$ cat src/rtl/fpRegPkg.sv
package fpRegPkg;
  localparam int REG_W      = 32;
  localparam int CTRL_W     = 16;
  localparam int RND_LSB    = 4;
  localparam int RND_W      = 2;
  localparam int PREC_LSB   = 6;
  localparam int PREC_W     = 2;
  localparam int RND_MODES  = 1 << RND_W;
  localparam int PREC_MODES = 3;
  localparam int CC_LSB     = 24;
  localparam int CC_W       = 4;
  localparam int CC_MSB     = CC_LSB + CC_W - 1;

  localparam int CC_A = 0;
  localparam int CC_I = 1;
  localparam int CC_Z = 2;
  localparam int CC_N = 3;

  localparam int PREC_EXT = 0;
  localparam int PREC_SGL = 1;
  localparam int PREC_DBL = 2;

  typedef enum logic [1:0] {
    CMP_EQ = 2'b00,
    CMP_LT = 2'b01,
    CMP_GT = 2'b10,
    CMP_UN = 2'b11
  } cmpRel_e;

  typedef struct packed {
    logic                  ctrlLoad;
    logic                  precLoad;
    logic [PREC_MODES-1:0] precSel;
    logic                  statLoad;
    logic                  ccLoad;
    logic [CC_W-1:0]       ccNibble;
  } regStrobe_t;
endpackage

$ cat src/rtl/fpRegCtrl.sv
module fpRegCtrl
  import fpRegPkg::*;
(
  input  logic              ctrlWrEn,
  input  logic [PREC_W-1:0] precCode,
  input  logic              reducedMode,
  input  logic              statWrEn,
  input  logic              cmpValid,
  input  logic [1:0]        cmpResult,
  input  logic              tstValid,
  input  logic              tstSign,
  input  logic              tstNan,
  input  logic              tstInf,
  input  logic              tstZero,
  output regStrobe_t        strobe
);
  logic [CC_W-1:0]       cmpNibble;
  logic [CC_W-1:0]       tstNibble;
  logic [PREC_MODES-1:0] fullSel;
  logic                  fullValid;

  always_comb begin
    cmpNibble = '0;
    unique case (cmpRel_e'(cmpResult))
      CMP_EQ:  cmpNibble[CC_Z] = 1'b1;
      CMP_LT:  cmpNibble[CC_N] = 1'b1;
      CMP_UN:  cmpNibble[CC_A] = 1'b1;
      default: cmpNibble = '0;
    endcase
  end

  always_comb begin
    tstNibble = '0;
    tstNibble[CC_N] = tstSign;
    if (tstNan)       tstNibble[CC_A] = 1'b1;
    else if (tstInf)  tstNibble[CC_I] = 1'b1;
    else if (tstZero) tstNibble[CC_Z] = 1'b1;
  end

  always_comb begin
    fullSel   = '0;
    fullValid = 1'b1;
    unique case (precCode)
      2'b00:   fullSel[PREC_EXT] = 1'b1;
      2'b01:   fullSel[PREC_SGL] = 1'b1;
      2'b10:   fullSel[PREC_DBL] = 1'b1;
      default: fullValid = 1'b0;
    endcase
  end

  always_comb begin
    strobe = '0;
    strobe.ctrlLoad = ctrlWrEn;
    strobe.statLoad = statWrEn;
    strobe.ccLoad   = !statWrEn && (cmpValid || tstValid);
    strobe.ccNibble = cmpValid ? cmpNibble : tstNibble;
    if (reducedMode) begin
      strobe.precLoad = ctrlWrEn;
      strobe.precSel[PREC_SGL] = precCode[0];
      strobe.precSel[PREC_DBL] = !precCode[0];
    end else begin
      strobe.precLoad = ctrlWrEn && fullValid;
      strobe.precSel  = fullSel;
    end
  end
endmodule

$ cat src/rtl/fpRegData.sv
module fpRegData
  import fpRegPkg::*;
(
  input  logic                  clk,
  input  logic                  rstN,
  input  regStrobe_t            strobe,
  input  logic [CTRL_W-1:0]     ctrlWrData,
  input  logic [REG_W-1:0]      statWrData,
  output logic [REG_W-1:0]      ctrlRdData,
  output logic [REG_W-1:0]      statRdData,
  output logic [RND_MODES-1:0]  roundOneHot,
  output logic [PREC_MODES-1:0] precOneHot
);
  logic [CTRL_W-1:0]     ctrlReg;
  logic [REG_W-1:0]      statReg;
  logic [PREC_MODES-1:0] precReg;

  always_ff @(posedge clk) begin
    if (!rstN) begin
      ctrlReg <= '0;
      precReg <= PREC_MODES'(1) << PREC_EXT;
    end else begin
      if (strobe.ctrlLoad) ctrlReg <= ctrlWrData;
      if (strobe.precLoad) precReg <= strobe.precSel;
    end
  end

  always_ff @(posedge clk) begin
    if (!rstN) begin
      statReg <= '0;
    end else if (strobe.statLoad) begin
      statReg <= statWrData;
    end else if (strobe.ccLoad) begin
      statReg[CC_MSB:CC_LSB] <= strobe.ccNibble;
    end
  end

  logic [RND_W-1:0] rndCode;
  assign rndCode = ctrlReg[RND_LSB +: RND_W];

  for (genvar g = 0; g < RND_MODES; g++) begin : gRound
    assign roundOneHot[g] = (rndCode == RND_W'(g));
  end

  assign ctrlRdData = {{(REG_W-CTRL_W){1'b0}}, ctrlReg};
  assign statRdData = statReg;
  assign precOneHot = precReg;
endmodule

$ cat src/rtl/fpRegUnit.sv
module fpRegUnit
  import fpRegPkg::*;
(
  input  logic        clk,
  input  logic        rstN,
  input  logic        ctrlWrEn,
  input  logic [31:0] ctrlWrData,
  input  logic        statWrEn,
  input  logic [31:0] statWrData,
  input  logic        reducedMode,
  input  logic        cmpValid,
  input  logic [1:0]  cmpResult,
  input  logic        tstValid,
  input  logic        tstSign,
  input  logic        tstNan,
  input  logic        tstInf,
  input  logic        tstZero,
  output logic [31:0] ctrlRdData,
  output logic [31:0] statRdData,
  output logic [3:0]  roundOneHot,
  output logic [2:0]  precOneHot
);
  regStrobe_t strobe;
  wire unusedUpperBits = ^ctrlWrData[REG_W-1:CTRL_W];

  fpRegCtrl uCtrl (
    .ctrlWrEn    (ctrlWrEn),
    .precCode    (ctrlWrData[PREC_LSB +: PREC_W]),
    .reducedMode (reducedMode),
    .statWrEn    (statWrEn),
    .cmpValid    (cmpValid),
    .cmpResult   (cmpResult),
    .tstValid    (tstValid),
    .tstSign     (tstSign),
    .tstNan      (tstNan),
    .tstInf      (tstInf),
    .tstZero     (tstZero),
    .strobe      (strobe)
  );

  fpRegData uData (
    .clk         (clk),
    .rstN        (rstN),
    .strobe      (strobe),
    .ctrlWrData  (ctrlWrData[CTRL_W-1:0]),
    .statWrData  (statWrData),
    .ctrlRdData  (ctrlRdData),
    .statRdData  (statRdData),
    .roundOneHot (roundOneHot),
    .precOneHot  (precOneHot)
  );
endmodule

$ cat config.mk
export PLATFORM = sky130hd
export DESIGN_NAME = fpRegUnit
export DESIGN_NICKNAME = d
export VERILOG_FILES = /design/src/rtl/fpRegPkg.sv /design/src/rtl/fpRegCtrl.sv /design/src/rtl/fpRegData.sv /design/src/rtl/fpRegUnit.sv
export SDC_FILE = /design/constraint.sdc
export NUM_CORES = 1
export LEC_CHECK = 0
export BUFFER_PORTS_ARGS = -buffer_cell sky130_fd_sc_hd__buf_2
export CAP_MARGIN = 20
export CORE_MARGIN = 2
export CORE_UTILIZATION = 30
export CTS_CLUSTER_DIAMETER = 40
export DETAILED_ROUTE_END_ITERATION = 10
export SLEW_MARGIN = 30
export SYNTH_ARGS = -nofsm -noshare
export SYNTH_HDL_FRONTEND = slang
export SYNTH_HIERARCHICAL = 1
export SYNTH_SLANG_ARGS = --single-unit
$ cat constraint.sdc
create_clock -name clk -period 1.4 [get_ports clk]
set_clock_uncertainty 0.1 [all_clocks]
set_input_delay 0.07 -clock clk [delete_from_list [all_inputs] [get_ports clk]]
set_output_delay 0.07 -clock clk [all_outputs]
set_load 0.01 [all_outputs]
* Word-level counts from Yosys, hierarchy flattened
Cells that the tools add are included.
** Cells by class
- Add/sub/neg operators :: 0
- Multipliers :: 0
- Div/mod/pow operators :: 0
- Order comparisons :: 0
- Eq/ne operators :: 7
- Shift operators :: 0
- Mux-type cells :: 17
- Bitwise gates (word level) :: 0
- Reduce and logical (&&, ||, !) cells :: 10
** Operators with widths (count)
- $mux W1 :: 12
- $mux W4 :: 3
- $eq A2 B2 Y1 const B :: 4
- $eq A2 B1 Y1 const B :: 3
- $logic_not A2 Y1 :: 3
- $mux W3 :: 1
- $reduce_or A3 Y1 :: 1
- $logic_and A1 B1 Y1 :: 2
- $logic_not A1 Y1 :: 2
- $mux W2 :: 1
- $reduce_bool A2 Y1 :: 1
- $logic_or A1 B1 Y1 :: 1
** Word-level totals
- Register bits after elaboration :: 51
- Bits in latches :: 0
- Memory bits (writable) :: 0
- ROM bits :: 0
- Bits of input ports :: 77
- Output and inout port bits :: 71
- Word-level logic and storage cells :: 38
- Memories kept :: 0

* Depth between registers and ports, before layout
Gate-level depths: netlist (run 1).
- Word-level depth :: 6
- Depth in mapped cells :: 5
- Gate-level depth less buffers :: 4

* Cells and area by module
The synthesis (run 1) kept the hierarchy.
** By module, submodules not included
- fpRegData :: instances 1, cells an instance 189, area an instance 2157.1 sq um, seq. area each 1021.0 sq um
- fpRegCtrl :: instances 1, cells an instance 21, area an instance 120.1 sq um, seq. area each 0.0 sq um

* Worst setup path after synthesis (run 1)
OpenSTA, ideal clock, no wires.
- Path kind :: input to register
- Start point :: in cmpValid
- End point :: reg uData.statReg[24] (netlist: uData/statRdData[24])
- Setup time :: 0.116 ns
- Arrival :: 0.842 ns
- Data required time :: 1.184 ns
- Setup slack :: 0.342 ns
- Stages on the path :: 4
- Path buffers :: 0
- Cells stage by stage :: nor2_1 -> nor2_1 -> mux2_1 -> o211a_1
** RTL lines
- from (decl) :: line fpRegUnit.sv:11 : input logic cmpValid,
- to (signal assigned) :: line fpRegData.sv:32 : statReg <= statWrData;
- to (signal, indexed assignment) :: line fpRegData.sv:34 : statReg[CC_MSB:CC_LSB] <= strobe.ccNibble;
- to (decl) :: line fpRegData.sv:15 : logic [REG_W-1:0] statReg;

==> impl_metrics.toml, run 1 <==
[clock_network]
h-tree-depth = 2
clockBufferDepth = 2
cts_tree = "yes"
numCtsBuffers = 5
clkTransAtPathRegs_ps = 80
worstSkewPairLatency_ps = 290
cts_root_buffer = "clkbuf_8"
postCtsSetupBuffers = 0
clock-sinks = 51

[final_layout]
multiInputGateArea_um2 = 1040
areaGrowthSynthToFinish_pct = 50.3
fillCellCount = 698
final_cells = 471
drive_above_1_share_pct = 34.4
finalNetCount = 448
n_antenna_cell = 0
regArea_um2 = 1020
utilization_pct = 46.9

[place]
io_buffers = 115
post-place-cells = 415
gp_congestion = 0.697
hpwl_um = 3300

[detailed_routing]
finalWirelength_um = 5180
first_iter_violations = 50
route.met3.wl_um = 395
wl_met1_um = 2120
via_count = 1933
routed_via_density = 4.10
topRoutingLayerUsed = "met4"
wl_met2_um = 2610
drt_pass1_iterations = 2
drc_errors = 0
avgRoutedWirePerCell_um = 11.0
antenna_left = 0

[pwr]
power_leakage_nw = 1.77
power.density_nw_per_um2 = 909
power.total_mw = 3.11
ir_drop_mv = 0.465

[critical_path]
arrival_ps = 1400
r2r_end = "uData/statRdData[25]"
r2r_cells = 2
end_kind = "flip-flop"
start_kind = "input port"
critical_path.slowest_cell = "dlygate4sd3_1"
r2r_slack_ps = 410
path_cells = "dlygate4sd3_1, buf_2, a31oi_1, mux2i_1, nor2b_1"
crit_start = "ctrlWrData[7]"
r2r_start = "uData/statRdData[25]"
crit_type = "input port to flip-flop"
critPathRequiredTime_ps = 1490
cp_slowest_stage_delay_ps = 530
critPathMaxFanout = 5

[yosys]
ys.warnings.count = 6
synth_cell_types = 26
netlist_area_um2 = 2280
netlist.top_cell.by_area = "dfxtp_1"
ys_ff_latch = 51
avgSynthCellArea_um2 = 10.8
synthArstFlopShare_pct = 0
synthFlopType = "dfxtp_1"
ys_top_cells_by_area = "dfxtp_1 (45%), mux2i_1 (21%), nor2b_1 (13%)"
synth_edf_count = 0
yosysSeqAreaShare_pct = 44.8
synthCells = 210
synth_top_area_share_pct = 44.8

[grt]
antenna_found_initial = 0
grt_overflow_total = 0
track_usage_pct = 12.6
grt_pass1_vias = 1945
grt_pass1_wl_um = 8530
grt_max_degree = 52

[min_path]
hold_class = "input port to flip-flop"
holdPathStages = 4
hold_path_startpoint = "reducedMode"
whs_endpoint = "uData/precOneHot[0]"

[outcome]
status = "finished, final reports clean"

[floorplan]
die_x_um = 91.1
initial_core_util_pct = 31.2
die_h_um = 91.1
die_area_um2 = 8300
rows = 31
io_pins = 148
core_area_um2 = 7290

[sta]
fmax_ghz = 0.763
timing.hold.ws_ps = 50.8
setup_tns_ps = 0
rsz0062_at_grt = "false"
period_minus_slack_ps = 1310
hold_violations = 0
finalSetupViolCount = 0
drv_slew = 0
post-route-period-util_pct = 93.6

[flow_run]
cap_viol_max_count = 0
[state kept, by name (all words and copies together), names as in the netlist]
name              flops
uData/statRdData     32
uData/ctrlReg        16
uData/precOneHot      3
[final cells by class]
type | instances | share of cell area, %
Multi-Input combinational cell | 141 | 30.5
Tap cell | 99 | 3.62
Inverter | 4 | 0.439
Clock buffer | 8 | 2.92
Sequential cell | 51 | 29.8
Timing Repair Buffer | 168 | 32.7
[where the power goes]
| part | internal, mW | switching (mW) |
|---|---|---|
| combinational | 0.350 | 0.268 |
| sequential | 1.54 | 0.0437 |
| clock | 0.452 | 0.460 |
[timing repair]
action,CTS,global route
hold endpoints to repair,48,0
resized for setup,0,0
hold buffers,48,0
[cell usage after synthesis, drive strengths merged (2+ instances only)]
cell type  number
dfxtp          51
nor2b          48
mux2i          47
buf            25
nor2            6
clkbuf          4
inv             4
mux2            4
nand2b          4
o211a           4
o21ai           2
[per-layer routing]
metal / global-route usage [%] / vias to the layer above
li1: - / 976
met1: 13.4 / 870
met2: 23.8 / 80
met3: 3.73 / 7
met4: 3.91 / 0
met5: 0 / -
[metrics by stage]
stage               cell area [um^2]  setup WS, ps
floorplan                       2330           342
global placement                2840           124
detailed placement              2840           123
CTS                             3420          99.0
global route                    3420          27.1
finish                          3420          89.6
[critical path: cells and delay by family]
kind	cells	cell delay, ps
simple gates	1	60
mux	1	250
compound gates	1	350
buf+inv	2	680
[cell usage in the layout, fill, tap and decap left out, types with 2 or more instances in the layout]
cell / synthesis / routed
buf_12: 3 / 2
o21ai_0: 2 / 2
mux2_1: 4 / 4
buf_2: 1 / 115
buf_4: 18 / 3
dlygate4sd3_1: 0 / 48
nor2_1: 6 / 6
mux2i_1: 47 / 47
dfxtp_1: 51 / 51
nand2b_1: 4 / 4
o211a_1: 4 / 4
inv_1: 4 / 4
conb_1: 1 / 16
nor2b_1: 48 / 48
clkbuf_8: 0 / 7
[worst max path at each step]
stage,end,slack (ps),depth (start not counted)
final,uData/precOneHot[1],90,5
after global routing,uData/precOneHot[1],30,5
after CTS,uData/precOneHot[0],100,5
after detailed placement,uData/statRdData[25],120,4
after global placement,uData/statRdData[25],120,4
after floorplan,uData/statRdData[24],340,4
[cell families (layout without fill, tap and decap cells)]
logic type             count (synthesis)  count (layout)  synth area share, %
other                                  1              16                0.165
AND/OR/NAND/NOR                       65              65                 17.5
flip-flops                            51              51                 44.8
buffers and inverters                 33             180                 11.8
multiplexers                          51              51                 22.6
AO/OA/AOI/OAI                          9               9                 3.13
Power figures use the tool's default switching activity.
==> run 2, diff against run 1 <==
--- a/config.mk
+++ b/config.mk
@@ -5,6 +5,7 @@
 export SDC_FILE = /design/constraint.sdc
 export NUM_CORES = 1
 export LEC_CHECK = 0
+export ABC_AREA = 1
 export BUFFER_PORTS_ARGS = -buffer_cell sky130_fd_sc_hd__buf_2
 export CAP_MARGIN = 20
 export CORE_MARGIN = 2
==> impl_metrics.toml, run 2 <==
[final_layout]
most-common-layout-cells = "buf_2 (115), nor2_1 (100), dfxtp_1 (51)"
n_antenna_cell = 0
multiInputGateArea_um2 = 841
areaGrowthSynthToFinish_pct = 54.5
finalNetCount = 518
largest_reg_flops = 32
fillCellCount = 644
layout.cells.most_common = "buf_2"
regArea_um2 = 1020
drive_above_1_share_pct = 28.5

[clock_network]
postCtsSetupBuffers = 0
cts_tree = "yes"
numCtsBuffers = 5
cts_root_buffer = "clkbuf_8"
ctsResizeCount = 0
worstSkewPairLatency_ps = 300
clockBufferDepth = 2
clkTransAtPathRegs_ps = 90
ctsHoldBuffers = 48
h-tree-depth = 2
clock-sinks = 51

[sta]
fmax_ghz = 0.885
period_minus_slack_ps = 1130
worst_slack_ps = 271
setup_tns_ps = 0
tightest_slew_ps = 543
finalSetupViolCount = 0
maxSlewHeadroom_pct = 63.7
rsz0062_at_grt = "false"
post-route-period-util_pct = 80.7
drv_slew = 0
hold_violations = 0

[pwr]
p_sw_mw = 0.814
p_int_mw = 2.20
swShare_pct = 27.0
ir_drop_mv = 0.704
pwr-share-comb_pct = 20.3
clkPwrFrac_pct = 26.7
power_leakage_nw = 1.68
power.density_nw_per_um2 = 945
power_frac_seq_pct = 53.0

[min_path]
hold_class = "input port to flip-flop"
hold_path_startpoint = "reducedMode"
holdPathStages = 4

[critical_path]
crit_type = "flip-flop to primary output"
r2r_start = "uData/ctrlReg[4]"
r2r_cells = 2
critPathMaxFanout = 5
start_kind = "flip-flop"
crit_start = "uData/ctrlReg[5]"
worstSetupEndpoint = "roundOneHot[2]"
critPathRequiredTime_ps = 1230
arrival_ps = 960
r2r_slack_ps = 650
r2r_end = "uData/ctrlReg[4]"
end_kind = "primary output"

[floorplan]
die_h_um = 87.0
rows = 30
io_pins = 148
core_area_um2 = 6720
initial_core_util_pct = 30.7
die_x_um = 87.0
die_area_um2 = 7560

[grt]
track_usage_pct = 15.0
grt_overflow_total = 0
grt_pass1_vias = 2202
grt_max_degree = 52
antenna_found_initial = 0
grt_pass1_wl_um = 9280

[yosys]
synth_top_area_share_pct = 49.5
netlist.top_cell.by_area = "dfxtp_1"
synth_compound_area_share_pct = 12.5
yosys.area_share.simple_pct = 25.3
ys_ff_latch = 51
avgSynthCellArea_um2 = 7.27
synth_mux_area_share_pct = 0
synthArstFlopShare_pct = 0
synth_top_family_by_area = "simple AND/OR/NAND/NOR gates"
ys_top_cells_by_area = "dfxtp_1 (49%), nor2_1 (18%), o21ai_0 (12%)"
synth_edf_count = 0
synth.most_common_cell = "nor2_1"
synthXorXnorAreaFrac_pct = 0
netlist_area_um2 = 2060
synth_cell_types = 16
synthAdderAreaFrac_pct = 0
synthFlopType = "dfxtp_1"
synthCells = 284
yosysSeqAreaShare_pct = 49.5
ys.warnings.count = 6
synthTopCellsByCount = "nor2_1 (100), dfxtp_1 (51), o21ai_0 (48)"

[detailed_routing]
antenna_left = 0
drt_pass1_iterations = 4
routed_via_density = 4.34
via_count = 2266
avgRoutedWirePerCell_um = 11.0
first_iter_violations = 42
drc_errors = 0
finalWirelength_um = 5740

[flow_run]
cap_viol_max_count = 0

[outcome]
status = "finished, final reports clean"

[place]
io_buffers = 115
dp_slack_ps = 196
hpwl_um = 3520
gp_congestion = 0.717
==> run 2: logic make-up after synthesis <==
| logic type | Yosys count |
|---|---|
| DFF | 51 |
| and+or+nand+nor | 135 |
| buffers and inverters | 46 |
| other | 1 |
| AOI/OAI and AO/OA | 51 |
==> run 2: critical path: stages, from the launching register on <==
cell and delay, ps:
dfxtp_1 380, inv_1 70, nor2_1 80, buf_2 130
==> run 2: per-layer routing <==
| metal | share of wire [%] | up-vias | GRT usage [%] |
|---|---|---|---|
| met5 | 0 | - | 0 |
| met4 | 1.7 | 0 | 4.69 |
| met3 | 8.6 | 12 | 4.64 |
| met2 | 48 | 109 | 27.8 |
| met1 | 42 | 974 | 16.2 |
| li1 | - | 1171 | - |
==> run 2: stage by stage <==
stage	area, um^2	hold slack, ps	cells	utilization [%]	power (mW)
6_report	3190	9.19	522	47.5	3.02
5_1_grt	3190	18.9	522	47.5	3.22
4_1_cts	3190	1.44	522	47.5	3.07
3_5_place_dp	2630	202	466	39.1	2.14
3_3_place_gp	2630	191	466	39.1	2.13
2_1_floorplan	2120	105	299	-	1.93
==> run 2: worst min path at each step <==
stage | to | slack [ps]
final | uData/precOneHot[0] | 9
after global routing | uData/precOneHot[0] | 20
after CTS | uData/precOneHot[0] | 1
after detailed placement | uData/statRdData[17] | 200
after global placement | uData/ctrlReg[12] | 190
after floorplan | uData/ctrlReg[0] | 100
==> run 2: area by class of cell <==
class	count	area share [%]
Clock buffer	7	2.39
Sequential cell	51	32.0
Inverter	15	1.76
Multi-Input combinational cell	202	26.4
Tap cell	80	3.14
Timing Repair Buffer	166	34.2
Clock inverter	1	0.157
==> run 2: power by group through the flow <==
stage	combinational [mW]	sequential, mW	clock [mW]
2_1_floorplan	0.251	1.68	0
3_3_place_gp	0.501	1.63	0
3_5_place_dp	0.507	1.63	0
4_1_cts	0.610	1.60	0.857
5_1_grt	0.685	1.61	0.919
6_report	0.611	1.60	0.805
==> run 3, diff against run 2 <==
--- a/config.mk
+++ b/config.mk
@@ -5,7 +5,7 @@
 export SDC_FILE = /design/constraint.sdc
 export NUM_CORES = 1
 export LEC_CHECK = 0
-export ABC_AREA = 1
+export ABC_AREA = 0
 export BUFFER_PORTS_ARGS = -buffer_cell sky130_fd_sc_hd__buf_2
 export CAP_MARGIN = 20
 export CORE_MARGIN = 2
==> constraint.sdc (replaced) <==
create_clock -name clk -period 1.2 [get_ports clk]
set_clock_uncertainty 0.1 [all_clocks]
set_input_delay 0.06 -clock clk [delete_from_list [all_inputs] [get_ports clk]]
set_output_delay 0.06 -clock clk [all_outputs]
set_load 0.01 [all_outputs]
==> impl_metrics.toml, run 3 (synthesized netlist as in run 1, its figures left out) <==
[critical_path]
start_kind = "input port"
critPathRequiredTime_ps = 1280
crit_start = "ctrlWrData[6]"
arrival_ps = 1220
path_cells = "dlygate4sd3_1, a31oi_1, buf_4, mux2i_1, nand2_1"
critPathMaxFanout = 5
crit_type = "input port to flip-flop"
critical_path.slowest_cell = "dlygate4sd3_1"
end_kind = "flip-flop"
r2r_start = "uData/statRdData[25]"
cp_slowest_stage_delay_ps = 600

[final_layout]
utilization_pct = 47.1
final_cells = 474
fillCellCount = 690
most-common-layout-cells = "buf_2 (114), dfxtp_1 (49), dlygate4sd3_1 (48), nor2b_1 (48), mux2i_1 (47)"
areaGrowthSynthToFinish_pct = 50.7
n_antenna_cell = 0
largest_reg_flops = 32
stdcell_area_um2 = 3430
layout.cells.most_common = "buf_2"
finalNetCount = 451
drive_above_1_share_pct = 35.2

[pwr]
power_leakage_nw = 1.77
power.density_nw_per_um2 = 1020
power_frac_seq_pct = 52.6
clkPwrFrac_pct = 26.5
ir_drop_mv = 0.457
pwr-share-comb_pct = 20.9
power.total_mw = 3.51
p_int_mw = 2.62
swShare_pct = 25.3
p_sw_mw = 0.887

[outcome]
status = "finished, final reports clean"

[place]
gp_congestion = 0.700
post-place-cells = 419
io_buffers = 115
hpwl_um = 3420
dp_slack_ps = -4.21
dpl_cell_area_um2 = 2870

[floorplan]
initial_core_util_pct = 31.2
rows = 31
die_area_um2 = 8300
die_x_um = 91.1
io_pins = 148
core_area_um2 = 7290
die_h_um = 91.1

[clock_network]
cts_tree = "yes"
clock-sinks = 51
h-tree-depth = 2
postCtsSetupBuffers = 0
worstSkewPairLatency_ps = 290
cts_root_buffer = "clkbuf_8"
clkTransAtPathRegs_ps = 90
clockBufferDepth = 2
numCtsBuffers = 5

[sta]
worst_slack_ps = 65.2
fmax_ghz = 0.881
rsz0062_at_grt = "false"
post-route-period-util_pct = 94.6
drv_slew = 0
period_minus_slack_ps = 1130
hold_violations = 0
finalSetupViolCount = 0

[detailed_routing]
avgRoutedWirePerCell_um = 10.8
via_count = 1910
finalWirelength_um = 5130
drt_pass1_iterations = 4
antenna_left = 0
drc_errors = 0
first_iter_violations = 33
routed_via_density = 4.03

[grt]
grt_max_degree = 32
antenna_found_initial = 0
grt_pass1_vias = 1964
grt_overflow_total = 0
grt_pass1_wl_um = 8500
track_usage_pct = 12.3

[flow_run]
cap_viol_max_count = 0

[min_path]
hold_class = "input port to flip-flop"
hold_path_startpoint = "reducedMode"
==> run 3: changes by cell type in the layout (fill, tap and decap cells not counted), moves of 4 or more <==
cell      previous run  this run
mux2_1               0         4
mux2i_1              0        47
o211a_1              0         4
inv_1               13         4
nand2_1             22         1
nand2b_1             0         4
nor2b_1              0        48
o21ai_0             48         2
nand3_1             12         1
buf_4                2         7
nor2_1             100         6
==> run 3: stage by stage <==
step | TNS, ps | hold slack (ps)
after floorplan | 0 | 88.2
after global placement | 0 | 215
after detailed placement | -7.55 | 226
after CTS | 0 | 45.2
after global routing | 0 | 101
final | 0 | 53.4
==> run 3: power groups by stage <==
stage	registers (mW)	logic, mW	clock network (mW)
after floorplan	1.93	0.353	0
after global placement	1.88	0.607	0
after detailed placement	1.88	0.615	0
after CTS	1.85	0.736	0.997
after global routing	1.86	0.807	1.05
final	1.85	0.734	0.930
==> run 3: worst paths after layout <==
kind	to	slack (ps)	cells after the start
setup reg to reg	uData/statRdData[25]	200	2
setup / recovery	uData/precOneHot[0]	70	5
hold / removal	uData/precOneHot[0]	50	4
hold reg to reg	uData/precOneHot[0]	380	2
==> run 3: layout make-up <==
| class | count | area (um^2) | area share, % |
|---|---|---|---|
| inverters | 4 | 15.0 | 0.437 |
| well taps | 99 | 124 | 3.61 |
| clock buffers | 7 | 76.3 | 2.22 |
| multi-input cells | 141 | 1040 | 30.4 |
| flip-flops and latches | 51 | 1020 | 29.8 |
| repair buffers | 171 | 1140 | 33.3 |
| clock inverters | 1 | 5.00 | 0.146 |
==> run 3: worst max-delay path, delay by kind of cell <==
family	cells	cell delay, ps
AO/OA/AOI/OAI	1	160
AND/OR/NAND/NOR	1	60
multiplexers	1	190
buffers and inverters	2	750
==> run 3: routing by layer <==
metal | GRT usage, % | share of wire (%) | vias to the layer above
met5 | 0 | 0 | -
met4 | 3.41 | 0.41 | 0
met3 | 3.24 | 7.2 | 2
met2 | 23.0 | 49 | 75
met1 | 13.7 | 44 | 848
li1 | - | - | 985
==> run 3: repair_timing <==
action / in CTS / in global routing
endpoints found under the hold margin: 48 / 0
hold buffers: 48 / 0
resized for setup: 0 / 2
endpoints found under the setup margin: 0 / 4
